$ cat src/rtl/gpio_edge_irq_pkg.sv
package gpio_edge_irq_pkg;

   // Trigger codes held in each pin's control word
   typedef enum logic [1:0] {
      TRIG_NONE = 2'd0,
      TRIG_RISE = 2'd1,
      TRIG_FALL = 2'd2,
      TRIG_BOTH = 2'd3
   } trig_e;

   // Bit position of the trigger field inside a control word
   localparam int TRIG_LSB = 3;
   localparam int TRIG_W   = 2;

   // Register words that follow the per-pin control words
   localparam int OFS_STATUS = 0;
   localparam int OFS_MASK   = 1;
   localparam int OFS_UNMASK = 2;
   localparam int N_EXTRA    = 3;

endpackage

$ cat src/rtl/gpio_edge_detect.sv
module gpio_edge_detect
   import gpio_edge_irq_pkg::*;
#(
   parameter int N_PINS = 32
) (
   input  logic                           clk,
   input  logic                           rst_n,
   input  logic [N_PINS-1:0]              pins_i,
   input  logic [N_PINS-1:0][TRIG_W-1:0]  trig_i,
   output logic [N_PINS-1:0]              hit_o
);

   logic [N_PINS-1:0] prev_q;

   always_ff @(posedge clk or negedge rst_n) begin
      if (!rst_n) prev_q <= '0;
      else        prev_q <= pins_i;
   end

   for (genvar p = 0; p < N_PINS; p++) begin : g_pin
      logic rise, fall, rise_en, fall_en;
      assign rise     = pins_i[p] & ~prev_q[p];
      assign fall     = ~pins_i[p] & prev_q[p];
      assign rise_en  = (trig_i[p] == TRIG_RISE) || (trig_i[p] == TRIG_BOTH);
      assign fall_en  = (trig_i[p] == TRIG_FALL) || (trig_i[p] == TRIG_BOTH);
      assign hit_o[p] = (rise & rise_en) | (fall & fall_en);
   end

endmodule

$ cat src/rtl/gpio_irq_regs.sv
module gpio_irq_regs
   import gpio_edge_irq_pkg::*;
#(
   parameter int N_PINS = 32,
   parameter int DATA_W = 32,
   parameter int ADDR_W = 6
) (
   input  logic                           clk,
   input  logic                           rst_n,
   input  logic                           bus_wr_i,
   input  logic [ADDR_W-1:0]              bus_addr_i,
   input  logic [DATA_W-1:0]              bus_wdata_i,
   output logic [DATA_W-1:0]              bus_rdata_o,
   input  logic [N_PINS-1:0]              hit_i,
   output logic [N_PINS-1:0][TRIG_W-1:0]  trig_o,
   output logic [N_PINS-1:0]              status_o,
   output logic [N_PINS-1:0]              mask_o
);

   localparam logic [ADDR_W-1:0] A_STATUS = ADDR_W'(N_PINS + OFS_STATUS);
   localparam logic [ADDR_W-1:0] A_MASK   = ADDR_W'(N_PINS + OFS_MASK);
   localparam logic [ADDR_W-1:0] A_UNMASK = ADDR_W'(N_PINS + OFS_UNMASK);

   logic [N_PINS-1:0][TRIG_W-1:0] trig_q;
   logic [N_PINS-1:0]             status_q;
   logic [N_PINS-1:0]             mask_q;
   logic [N_PINS-1:0]             wr_bits;
   logic                          wr_status, wr_mask, wr_unmask;

   assign wr_bits   = bus_wdata_i[N_PINS-1:0];
   assign wr_status = bus_wr_i && (bus_addr_i == A_STATUS);
   assign wr_mask   = bus_wr_i && (bus_addr_i == A_MASK);
   assign wr_unmask = bus_wr_i && (bus_addr_i == A_UNMASK);

   // Per-pin trigger fields
   always_ff @(posedge clk or negedge rst_n) begin
      if (!rst_n) begin
         trig_q <= '0;
      end else if (bus_wr_i) begin
         for (int p = 0; p < N_PINS; p++) begin
            if (bus_addr_i == ADDR_W'(p))
               trig_q[p] <= bus_wdata_i[TRIG_LSB +: TRIG_W];
         end
      end
   end

   // Sticky events: a fresh hit outranks a clear in the same cycle
   always_ff @(posedge clk or negedge rst_n) begin
      if (!rst_n) status_q <= '0;
      else        status_q <= (status_q & ~(wr_status ? wr_bits : '0)) | hit_i;
   end

   // Mask: separate set and clear words
   always_ff @(posedge clk or negedge rst_n) begin
      if (!rst_n)         mask_q <= '1;
      else if (wr_mask)   mask_q <= mask_q | wr_bits;
      else if (wr_unmask) mask_q <= mask_q & ~wr_bits;
   end

   always_comb begin
      bus_rdata_o = '0;
      if (bus_addr_i == A_STATUS) begin
         bus_rdata_o[N_PINS-1:0] = status_q;
      end else if ((bus_addr_i == A_MASK) || (bus_addr_i == A_UNMASK)) begin
         bus_rdata_o[N_PINS-1:0] = mask_q;
      end else begin
         for (int p = 0; p < N_PINS; p++) begin
            if (bus_addr_i == ADDR_W'(p))
               bus_rdata_o[TRIG_LSB +: TRIG_W] = trig_q[p];
         end
      end
   end

   assign trig_o   = trig_q;
   assign status_o = status_q;
   assign mask_o   = mask_q;

endmodule

$ cat src/rtl/gpio_irq_combine.sv
module gpio_irq_combine #(
   parameter int N_PINS = 32
) (
   input  logic [N_PINS-1:0] status_i,
   input  logic [N_PINS-1:0] mask_i,
   output logic              irq_o
);

   assign irq_o = |(status_i & ~mask_i);

endmodule

$ cat src/rtl/gpio_edge_irq.sv
module gpio_edge_irq
   import gpio_edge_irq_pkg::*;
#(
   parameter int N_PINS = 32,
   parameter int DATA_W = 32,
   parameter int ADDR_W = 6
) (
   input  logic              clk,
   input  logic              rst_n,
   input  logic              bus_wr_i,
   input  logic [ADDR_W-1:0] bus_addr_i,
   input  logic [DATA_W-1:0] bus_wdata_i,
   output logic [DATA_W-1:0] bus_rdata_o,
   input  logic [N_PINS-1:0] pins_i,
   output logic              irq_o
);

   localparam int N_WORDS = N_PINS + N_EXTRA;

   if (N_PINS < 1 || N_PINS > DATA_W) begin : g_bad_pins
      $error("gpio_edge_irq: N_PINS must lie in 1..DATA_W");
   end
   if (DATA_W < TRIG_LSB + TRIG_W) begin : g_bad_width
      $error("gpio_edge_irq: DATA_W too narrow for the trigger field");
   end
   if ((2 ** ADDR_W) < N_WORDS) begin : g_bad_addr
      $error("gpio_edge_irq: ADDR_W cannot reach every register word");
   end

   logic [N_PINS-1:0][TRIG_W-1:0] trig_w;
   logic [N_PINS-1:0]             hit_w;
   logic [N_PINS-1:0]             status_w;
   logic [N_PINS-1:0]             mask_w;

   gpio_edge_detect #(.N_PINS(N_PINS)) i_detect (
      .clk    (clk),
      .rst_n  (rst_n),
      .pins_i (pins_i),
      .trig_i (trig_w),
      .hit_o  (hit_w)
   );

   gpio_irq_regs #(.N_PINS(N_PINS), .DATA_W(DATA_W), .ADDR_W(ADDR_W)) i_regs (
      .clk         (clk),
      .rst_n       (rst_n),
      .bus_wr_i    (bus_wr_i),
      .bus_addr_i  (bus_addr_i),
      .bus_wdata_i (bus_wdata_i),
      .bus_rdata_o (bus_rdata_o),
      .hit_i       (hit_w),
      .trig_o      (trig_w),
      .status_o    (status_w),
      .mask_o      (mask_w)
   );

   gpio_irq_combine #(.N_PINS(N_PINS)) i_combine (
      .status_i (status_w),
      .mask_i   (mask_w),
      .irq_o    (irq_o)
   );

endmodule

$ cat config.mk
export PLATFORM = sky130hd
export DESIGN_NAME = gpio_edge_irq
export DESIGN_NICKNAME = d
export VERILOG_FILES = /design/src/rtl/gpio_edge_irq_pkg.sv /design/src/rtl/gpio_edge_detect.sv /design/src/rtl/gpio_irq_regs.sv /design/src/rtl/gpio_irq_combine.sv /design/src/rtl/gpio_edge_irq.sv
export SDC_FILE = /design/constraint.sdc
export NUM_CORES = 1
export LEC_CHECK = 0
export ABC_CLOCK_PERIOD_IN_PS = 3800
export BUFFER_PORTS_ARGS = -buffer_cell sky130_fd_sc_hd__buf_4
export CAP_MARGIN = 40
export CORE_MARGIN = 3
export CORE_UTILIZATION = 45
export CTS_CLUSTER_SIZE = 30
export DETAILED_ROUTE_END_ITERATION = 8
export GPL_TIMING_DRIVEN = 0
export PLACE_DENSITY = 0.69
export RECOVER_POWER = 50
export SYNTH_ARGS = -nofsm -noshare
export SYNTH_HDL_FRONTEND = slang
export SYNTH_SLANG_ARGS = --single-unit
$ cat constraint.sdc
create_clock -name clk -period 3.8 [get_ports clk]
set_input_delay 1.14 -clock clk [delete_from_list [all_inputs] [get_ports clk]]
set_output_delay 1.14 -clock clk [all_outputs]
set_load 0.02 [all_outputs]
==> results of run 1 <==
-- timing repair --
action / in CTS / in global routing
pin swaps: 14 / 5
gates resized for setup: 51 / 14
endpoints found under the hold margin: 0 / 0
setup endpoints to repair: 32 / 24
hold buffers: 0 / 0
setup buffers: 11 / 0
-- synthesized netlist by cell type, drive strengths merged, types with 4 or more instances --
cell type  count  area [um^2]
nand3b        33          251
dfrtp        128         3200
mux2i         10          100
a22o          30          263
a21oi         12         60.1
o211ai        36          270
nor4           4         25.0
nand2b         7         43.8
buf           17          106
nor2          32          120
mux2          99         1110
dfstp         32          841
and2           4         25.0
nand3          5         25.0
o21ai          7         35.0
nand2        146          548
a211oi         7         52.6
inv           35          131
clkbuf        25         93.8
o22ai         18          113
-- stage by stage --
step	hold WS, ps	utilization [%]	setup TNS [ps]	setup WS, ps
final	498	57.8	-669	-347
after global routing	522	57.8	-18690	-407
after CTS	493	58.5	-642	-384
after detailed placement	480	53.3	-12390	-647
after global placement	462	53.1	-11910	-702
after floorplan	457	-	0	31.9
-- metal layers --
layer / vias to the layer above / global-route usage [%] / wire (um)
met4: 0 / 9.31 / 677
met1: 3175 / 34.5 / 10200
met2: 283 / 38.0 / 10800
li1: 2897 / - / -
met3: 46 / 6.39 / 1760
met5: - / 0 / 0
-- worst min-delay path by stage --
stage                                      to           startpoint  slack, ps
after CTS                 i_regs.status_o[31]  i_detect.prev_q[31]        490
after global placement    i_regs.status_o[31]  i_detect.prev_q[31]        460
final                     i_regs.status_o[31]  i_detect.prev_q[31]        500
after detailed placement  i_regs.status_o[31]  i_detect.prev_q[31]        480
after global routing      i_regs.status_o[31]  i_detect.prev_q[31]        520
after floorplan           i_regs.status_o[31]  i_detect.prev_q[31]        460
-- cells in the final DEF (no fill, tap or decap), drive strengths merged, types with 5 or more instances in the layout --
| cell | instances |
|---|---|
| o21ai | 7 |
| mux2i | 10 |
| nand3 | 5 |
| dfstp | 32 |
| a211oi | 7 |
| a21oi | 12 |
| nand2 | 146 |
| a22o | 30 |
| dfrtp | 128 |
| nand2b | 7 |
| inv | 35 |
| buf | 98 |
| o211ai | 36 |
| mux2 | 99 |
| clkbuf | 78 |
| clkinv | 5 |
| nand3b | 33 |
| o22ai | 18 |
| nor2 | 32 |
-- kinds of logic after synthesis --
logic type             Yosys count  synth area share (%)
and+or+nand+nor                255                  15.9
DFF                            160                  51.2
AOI/OAI and AO/OA              131                  12.5
muxes                          112                  16.2
buffers and inverters           77                  4.20
-- power by group --
part	internal (mW)	switching, mW	leakage (nW)
clock network	1.13	0.675	0.304
registers	1.89	0.192	1.85
logic	0.248	0.283	2.22
-- layout make-up --
cell class / count / area (um^2)
buffer: 38 / 243
clock buffer: 22 / 464
clock inverter: 10 / 160
fill: 1427 / 7120
inverter: 35 / 131
multi-input combinational: 498 / 3680
sequential: 160 / 4040
tap: 220 / 275
timing repair buffer: 116 / 762
==> run metrics, run 1 <==
outcome finished with violations; failing checks capacitance limit, slew limit, setup timing; Max-Cap Viols 1; vias per inst between 5 and 6; sequential share of the synthesized area about half; clock tree buffer depth 2; RSZ-0062 raised after global routing true; Tot GR Track Use 24.9%; # DRC 0; initial DRC count 585; die area about 19,000 um^2; share of cells above drive strength 1 between 20% and 30%; yosys warns 0; Crit path max-delay family compound AO/OA/AOI/OAI gates; R2R Path End i_regs.trig_o[56]; DP Area approximately 9000 um^2; worst setup slack after layout -347 ps; Final Setup Violations 2; CTS root buf clkbuf_16; measured slew at the worst slew-check pin ~2400 ps; vias ~6,400; Worst EP required roughly 2700 ps; Pwr Total 4.42 mW; highest-delay cell along the critical path or4b_4; Slew headroom -63.0%; Post-synth EDFFs 0; critical path depth 8; placed insts about 1,100; CTS H-tree lvls 4; synthesized area between 7000 and 8000 um^2; Data arrival, critical path roughly 3000 ps; Starting Density between 40 and 50%; first-pass GRT wire length 37,000 um; CP startpoint kind primary input; initial antenna violation count 0; Hold Vio Cnt, Final 0; Wirelength per Cell between 20 and 25 um; final cell count without fillers about 1,100; routability cong. between 0.9 and 1; floorplan row count 47; Syn Nets just over 800; Ports between 100 and 150; drt first pass iters 5; Hold WC Path Type reg2reg; antenna-violating nets left 0; Async S/R FF share, synth 100%; Crit Path Class in2out; hold depth 1; number of buffers and inverters on the critical path 2; number of global-route vias before repair around 6,500; Post-Synthesis Cells approximately 740; PwrDens 452 nW/um^2; CTS Buf Count 17; dominant register cell in the synthesized netlist dfrtp_1; fin crit share 109%; Area Overhead vs Synth 23.6%; R2R cell count 1; critical path's most frequent cell o211ai_1; CTS clock-pin slew for the worst setup and hold paths ~60 ps; maximum vdd drop roughly 350 uV; max-slew violation count 47; nets between 900 and 1,000; Die Wd around 140 um; clock skew 9.86 ps; Setup crit start bus_addr_i[5]; clock sinks 160; Detail Placement HPWL approximately 17,000 um; CTS tree done; core area between 15,000 and 20,000 um^2; min cycle time layout about 4100 ps; Critical Path Max Stage Delay between 500 and 600 ps; Yosys cell types 53; Static Leakage roughly 4.4 nW; nature of the critical path endpoint primary output; critical path capture point bus_rdata_o[3]; Post-Route WL roughly 23,000 um; die height approximately 140 um; Yosys reg bits between 150 and 200; largest net degree at the start of global routing approximately 120; Skew-Pair Late Insertion Delay ~430 ps; worst r2r src i_regs.trig_o[56]; port bufs between 100 and 150; n_diodes 0; reg-to-reg slack, setup 2940 ps; total gr overflow 0; critical path peak fanout 5; fin area 9760 um^2; maximum achievable frequency 0.241 GHz; Syn Area/Cell between 10 and 15 um^2; CP Cell Sequence buf_8, or4b_4, mux4_2, o22ai_4, o2111ai_2, o211ai_1, o211ai_1, buf_4
Power figures use the tool's default switching activity.
==> inputs of run 2 (changes only) <==
CELL_PAD_IN_SITES_DETAIL_PLACEMENT = 0   (was unset)
CELL_PAD_IN_SITES_GLOBAL_PLACEMENT = 1   (was unset)
PLACE_DENSITY = 0.83   (was 0.69)
==> run 2 against run 1 <==
Compared with the run above: the flow still finishes with violations (capacitance limit, slew limit, setup timing); die area stayed put; fmax is essentially flat; utilization rose by 0.25 points; sequential power hardly changed; global-route usage grew 0.99 points; register-to-register slack worse by 150 ps; sequential share of layout area shrank 0.18 points; sequential cell count is the same.
==> run metrics, run 2 (synthesized netlist as in run 1, its figures left out) <==
Detail Placement HPWL roughly 18,000 um; Pwr Total between 4 and 5 mW; Area Overhead vs Synth 24.1%; placed insts ~1,100; max-slew violation count 80; Post-Route WL 24,700 um; measured slew at the worst slew-check pin 1930 ps; CTS root buf clkbuf_16; # DRC 0; Die Wd about 140 um; commonest non-fill, non-tap cell in the layout nand2_1; Hold WS between 400 and 500 ps; Tot GR Track Use between 20% and 30%; number of global-route vias before repair roughly 6,400; n_diodes 0; floorplan row count 47; CP Cell Sequence buf_8, or4b_4, mux4_2, o22ai_4, o2111ai_2, o211ai_1, o211ai_1, buf_4; pre-CTS setup slack -709 ps; min cycle time layout 4150 ps; nature of the critical path endpoint primary output; fin crit share 109%; critical path peak fanout 3; first-pass GRT wire length ~38,000 um; total gr overflow 0; antenna-violating nets left 0; failing checks capacitance limit, slew limit, setup timing; clock sinks 160; Crit Path Class in2out; drt first pass iters 5; highest-delay cell along the critical path or4b_4; nets between 900 and 1,000; Crit path max-delay family compound AO/OA/AOI/OAI gates; core area around 17,000 um^2; initial DRC count just under 500; share of cells above drive strength 1 between 30% and 40%; Setup TNS -628 ps; Hold WC Path Type reg2reg; number of buffers and inverters on the critical path 2; vias per inst 5.82; CTS clock-pin slew for the worst setup and hold paths ~60 ps; Final Setup Violations 2; routability cong. between 0.9 and 1; die height 138 um; CTS H-tree lvls 4; Ports 106; worst setup slack after layout -349 ps; Max-Cap Viols 1; critical path's most frequent cell o211ai_1; clock skew roughly 7.0 ps; Slew headroom -28.6%; CTS tree done; Hold Vio Cnt, Final 0; RSZ-0062 raised after global routing true; vias roughly 6,400; Fill cells approximately 1,500; die area 19,200 um^2; PwrDens 455 nW/um^2; Static Leakage between 4 and 5 nW; CTS Buf Count 17; Data arrival, critical path between 3000 and 4000 ps; Wirelength per Cell ~22 um; clock tree buffer depth 2; port bufs between 100 and 150; maximum vdd drop 347 uV; Starting Density between 40% and 50%; initial antenna violation count 1; Worst EP required between 2000 and 3000 ps; outcome finished with violations; most frequent cells in the layout nand2_1, dfrtp_1, buf_4, mux2_2, clkbuf_1; Skew-Pair Late Insertion Delay between 400 and 500 ps; CP startpoint kind primary input; Critical Path Max Stage Delay approximately 560 ps; final cell count without fillers between 1,000 and 1,500; maximum achievable frequency 0.241 GHz; largest net degree at the start of global routing between 80 and 90
[run 2: cell types whose count changed in the layout (fill, tap and decap cells not counted), sizes merged]
| cell | delta |
|---|---|
| clkinv | -1 |
| clkinvlp | +1 |
[run 2: path summary, 6_finish.rpt]
check | slack (ps) | from | end | depth (start not counted)
max in group asynchronous | 460 | rst_n | i_detect.prev_q[0] | 2
worst max register to register | 2790 | i_regs.status_o[0] | i_regs.status_o[0] | 2
worst min register to register | 500 | i_detect.prev_q[31] | i_regs.status_o[31] | 1
worst max-delay path | -350 | bus_addr_i[5] | bus_rdata_o[3] | 8
min in group asynchronous | 1230 | rst_n | i_detect.prev_q[28] | 1
worst min-delay path | 500 | i_detect.prev_q[31] | i_regs.status_o[31] | 1
[run 2: worst reg2reg max path, cell delays in order, from the launching register on]
cell and delay, ps:
dfrtp_1 400, nand2_1 180, o211ai_1 240
[run 2: layer usage]
| layer | global-route usage [%] | part of all wire (%) | up-vias |
|---|---|---|---|
| met5 | 0 | 0 | - |
| met2 | 40.3 | 47 | 226 |
| met3 | 5.49 | 5.7 | 36 |
| met4 | 7.85 | 2.0 | 0 |
| met1 | 36.6 | 46 | 3234 |
| li1 | - | - | 2899 |
[run 2: repair_timing]
item | in CTS | in global routing
hold endpoints to repair | 0 | 0
gates resized for setup | 46 | 28
pin swaps | 14 | 9
hold buffers | 0 | 0
endpoints found under the setup margin | 32 | 26
buffers inserted | 8 | 3
[run 2: layout make-up]
| class | instances | area, um^2 | area share [%] |
|---|---|---|---|
| clock buffer | 22 | 474 | 4.84 |
| multi-input combinational | 498 | 3690 | 37.6 |
| timing repair buffer | 116 | 788 | 8.04 |
| tap | 220 | 275 | 2.81 |
| inverter | 35 | 134 | 1.37 |
| buffer | 38 | 239 | 2.44 |
| clock inverter | 10 | 159 | 1.62 |
| sequential | 160 | 4040 | 41.3 |
[run 2: report_power, final]
part | internal, mW | switching (mW) | leakage [nW]
sequential | 1.89 | 0.192 | 1.85
combinational | 0.250 | 0.294 | 2.24
clock | 1.15 | 0.688 | 0.306
total | 3.29 | 1.17 | 4.40
[run 2: per-stage QoR]
| stage | util, % | cell area, um^2 |
|---|---|---|
| after floorplan | - | 7900 |
| after global placement | 53.1 | 8960 |
| after detailed placement | 53.3 | 8990 |
| after CTS | 58.4 | 9860 |
| after global routing | 58.1 | 9800 |
| final | 58.1 | 9800 |
==> inputs of run 3 (changes only) <==
CORE_UTILIZATION = 46   (was 45)
PLACE_DENSITY = 0.85   (was 0.83)
==> run 3 against run 2 <==
Compared with the run above: the run still ends with capacitance limit, slew limit, setup timing left; clock power down 9%; fmax down 1.3%; final cell count down 0.55%; total power down 4.2%; first-iteration DRC count up 2.0%; critical path depth unchanged; highest routed layer unchanged.
==> run metrics, run 3 (synthesized netlist as in run 1, its figures left out) <==
DP Area around 9000 um^2; Met2 Wirelength 11,300 um; Fill cells between 1,500 and 2,000; Wirelength per Cell 22.5 um; Setup TNS -1210 ps; Area Overhead vs Synth 20.9%; core area roughly 17,000 um^2; failing checks capacitance limit, slew limit, setup timing; Post-Route M1 WL around 11,000 um; Static Leakage roughly 4.3 nW; most frequent cells in the layout nand2_1, dfrtp_1, buf_4, mux2_2, clkbuf_1; initial DRC count 505; clock skew 5.62 ps; first-pass GRT wire length between 30,000 and 40,000 um; routability cong. between 0.9 and 1; CTS clock-pin slew for the worst setup and hold paths 60 ps; CP startpoint kind primary input; maximum vdd drop 308 uV; die height 137 um; pre-CTS setup slack -742 ps; Hold Vio Cnt, Final 0; outcome finished with violations; largest net degree at the start of global routing slightly below 90; Worst EP required 2660 ps; antenna-violating nets left 0; Slew headroom -39.2%; die area about 19,000 um^2; commonest non-fill, non-tap cell in the layout nand2_1; maximum achievable frequency 0.238 GHz; Die Wd 137 um; Final Setup Violations 20; max-slew violation count 87; Crit Path Class in2out; # DRC 0; fin crit share 111%; initial antenna violation count 0; port bufs 104; CTS root buf clkbuf_16; measured slew at the worst slew-check pin approximately 2100 ps; min cycle time layout 4200 ps; n_diodes 0; total gr overflow 0; clock sinks 160; Data arrival, critical path a little over 3000 ps; share of cells above drive strength 1 between 20% and 30%; Skew-Pair Late Insertion Delay around 430 ps; routed wl met3 roughly 1700 um; Hold WC Path Type reg2reg; top routing layer in use met4; CTS tree done; Post-Route WL roughly 25,000 um; clock tree buffer depth 2; PwrDens about 450 nW/um^2; fin area approximately 9500 um^2; RSZ-0062 raised after global routing true; nature of the critical path endpoint primary output; Ports 106; CTS Buf Count 17; Detail Placement HPWL ~18,000 um; Max-Cap Viols 1; Starting Density a little under half; CTS H-tree lvls 4; nets about 930; Layout Utilization between 50% and 60%; critical path peak fanout 6; Tot GR Track Use between 20% and 30%; number of global-route vias before repair about 6,300; drt first pass iters 5; floorplan row count 47; worst setup slack after layout -403 ps; vias ~6,400; vias per inst a little under 6
[run 3: what timing repair did]
item,in CTS,in global routing
gates resized for setup,27,18
hold buffers,0,0
pin swaps,7,7
endpoints found under the setup margin,32,32
buffers inserted,2,2
[run 3: layer usage]
| layer | up-vias | GRT usage [%] |
|---|---|---|
| met3 | 45 | 4.96 |
| met2 | 237 | 41.6 |
| met4 | 0 | 10.1 |
| met1 | 3176 | 38.1 |
| li1 | 2893 | - |
| met5 | - | 0 |
[run 3: power breakdown]
part	switching (mW)	total (mW)	internal, mW
registers	0.189	2.08	1.89
clock network	0.670	1.67	1.00
logic	0.290	0.528	0.238
[run 3: metrics by stage]
step | instances | total power [mW] | hold WS [ps]
floorplan | 735 | 2.32 | 457
global placement | 1059 | 2.60 | 470
detailed placement | 1060 | 2.63 | 479
CTS | 1093 | 4.30 | 487
global route | 1093 | 4.44 | 526
finish | 1093 | 4.27 | 491
[run 3: layout make-up]
type                    instances  area [um^2]  area share [%]
plain buffers                  39          230            2.41
clock buffers                  26          479            5.02
clock inverters                 6         83.8           0.878
inverters                      35          134            1.40
multi-input cells             498         3600            37.7
flip-flops and latches        160         4040            42.3
well taps                     220          275            2.88
repair buffers                109          707            7.40
[run 3: path summary, 6_finish.rpt]
| path | startpoint | endpoint | slack, ps | cells after the start |
|---|---|---|---|---|
| max reg2reg | i_regs.trig_o[1] | i_regs.status_o[0] | 2780 | 2 |
| min in group asynchronous | rst_n | i_regs.status_o[15] | 1310 | 1 |
| max in group asynchronous | rst_n | i_detect.prev_q[7] | 410 | 2 |
| min | i_detect.prev_q[31] | i_regs.status_o[31] | 490 | 1 |
| min reg2reg | i_detect.prev_q[31] | i_regs.status_o[31] | 490 | 1 |
| max | bus_addr_i[5] | bus_rdata_o[3] | -400 | 8 |
[run 3: worst max-delay path, cell delays in order]
cell	delay, ps
buf_8	100
or4b_4	560
mux4_2	340
o22ai_4	170
o2111ai_2	160
o211ai_1	180
o211ai_1	200
buf_4	200
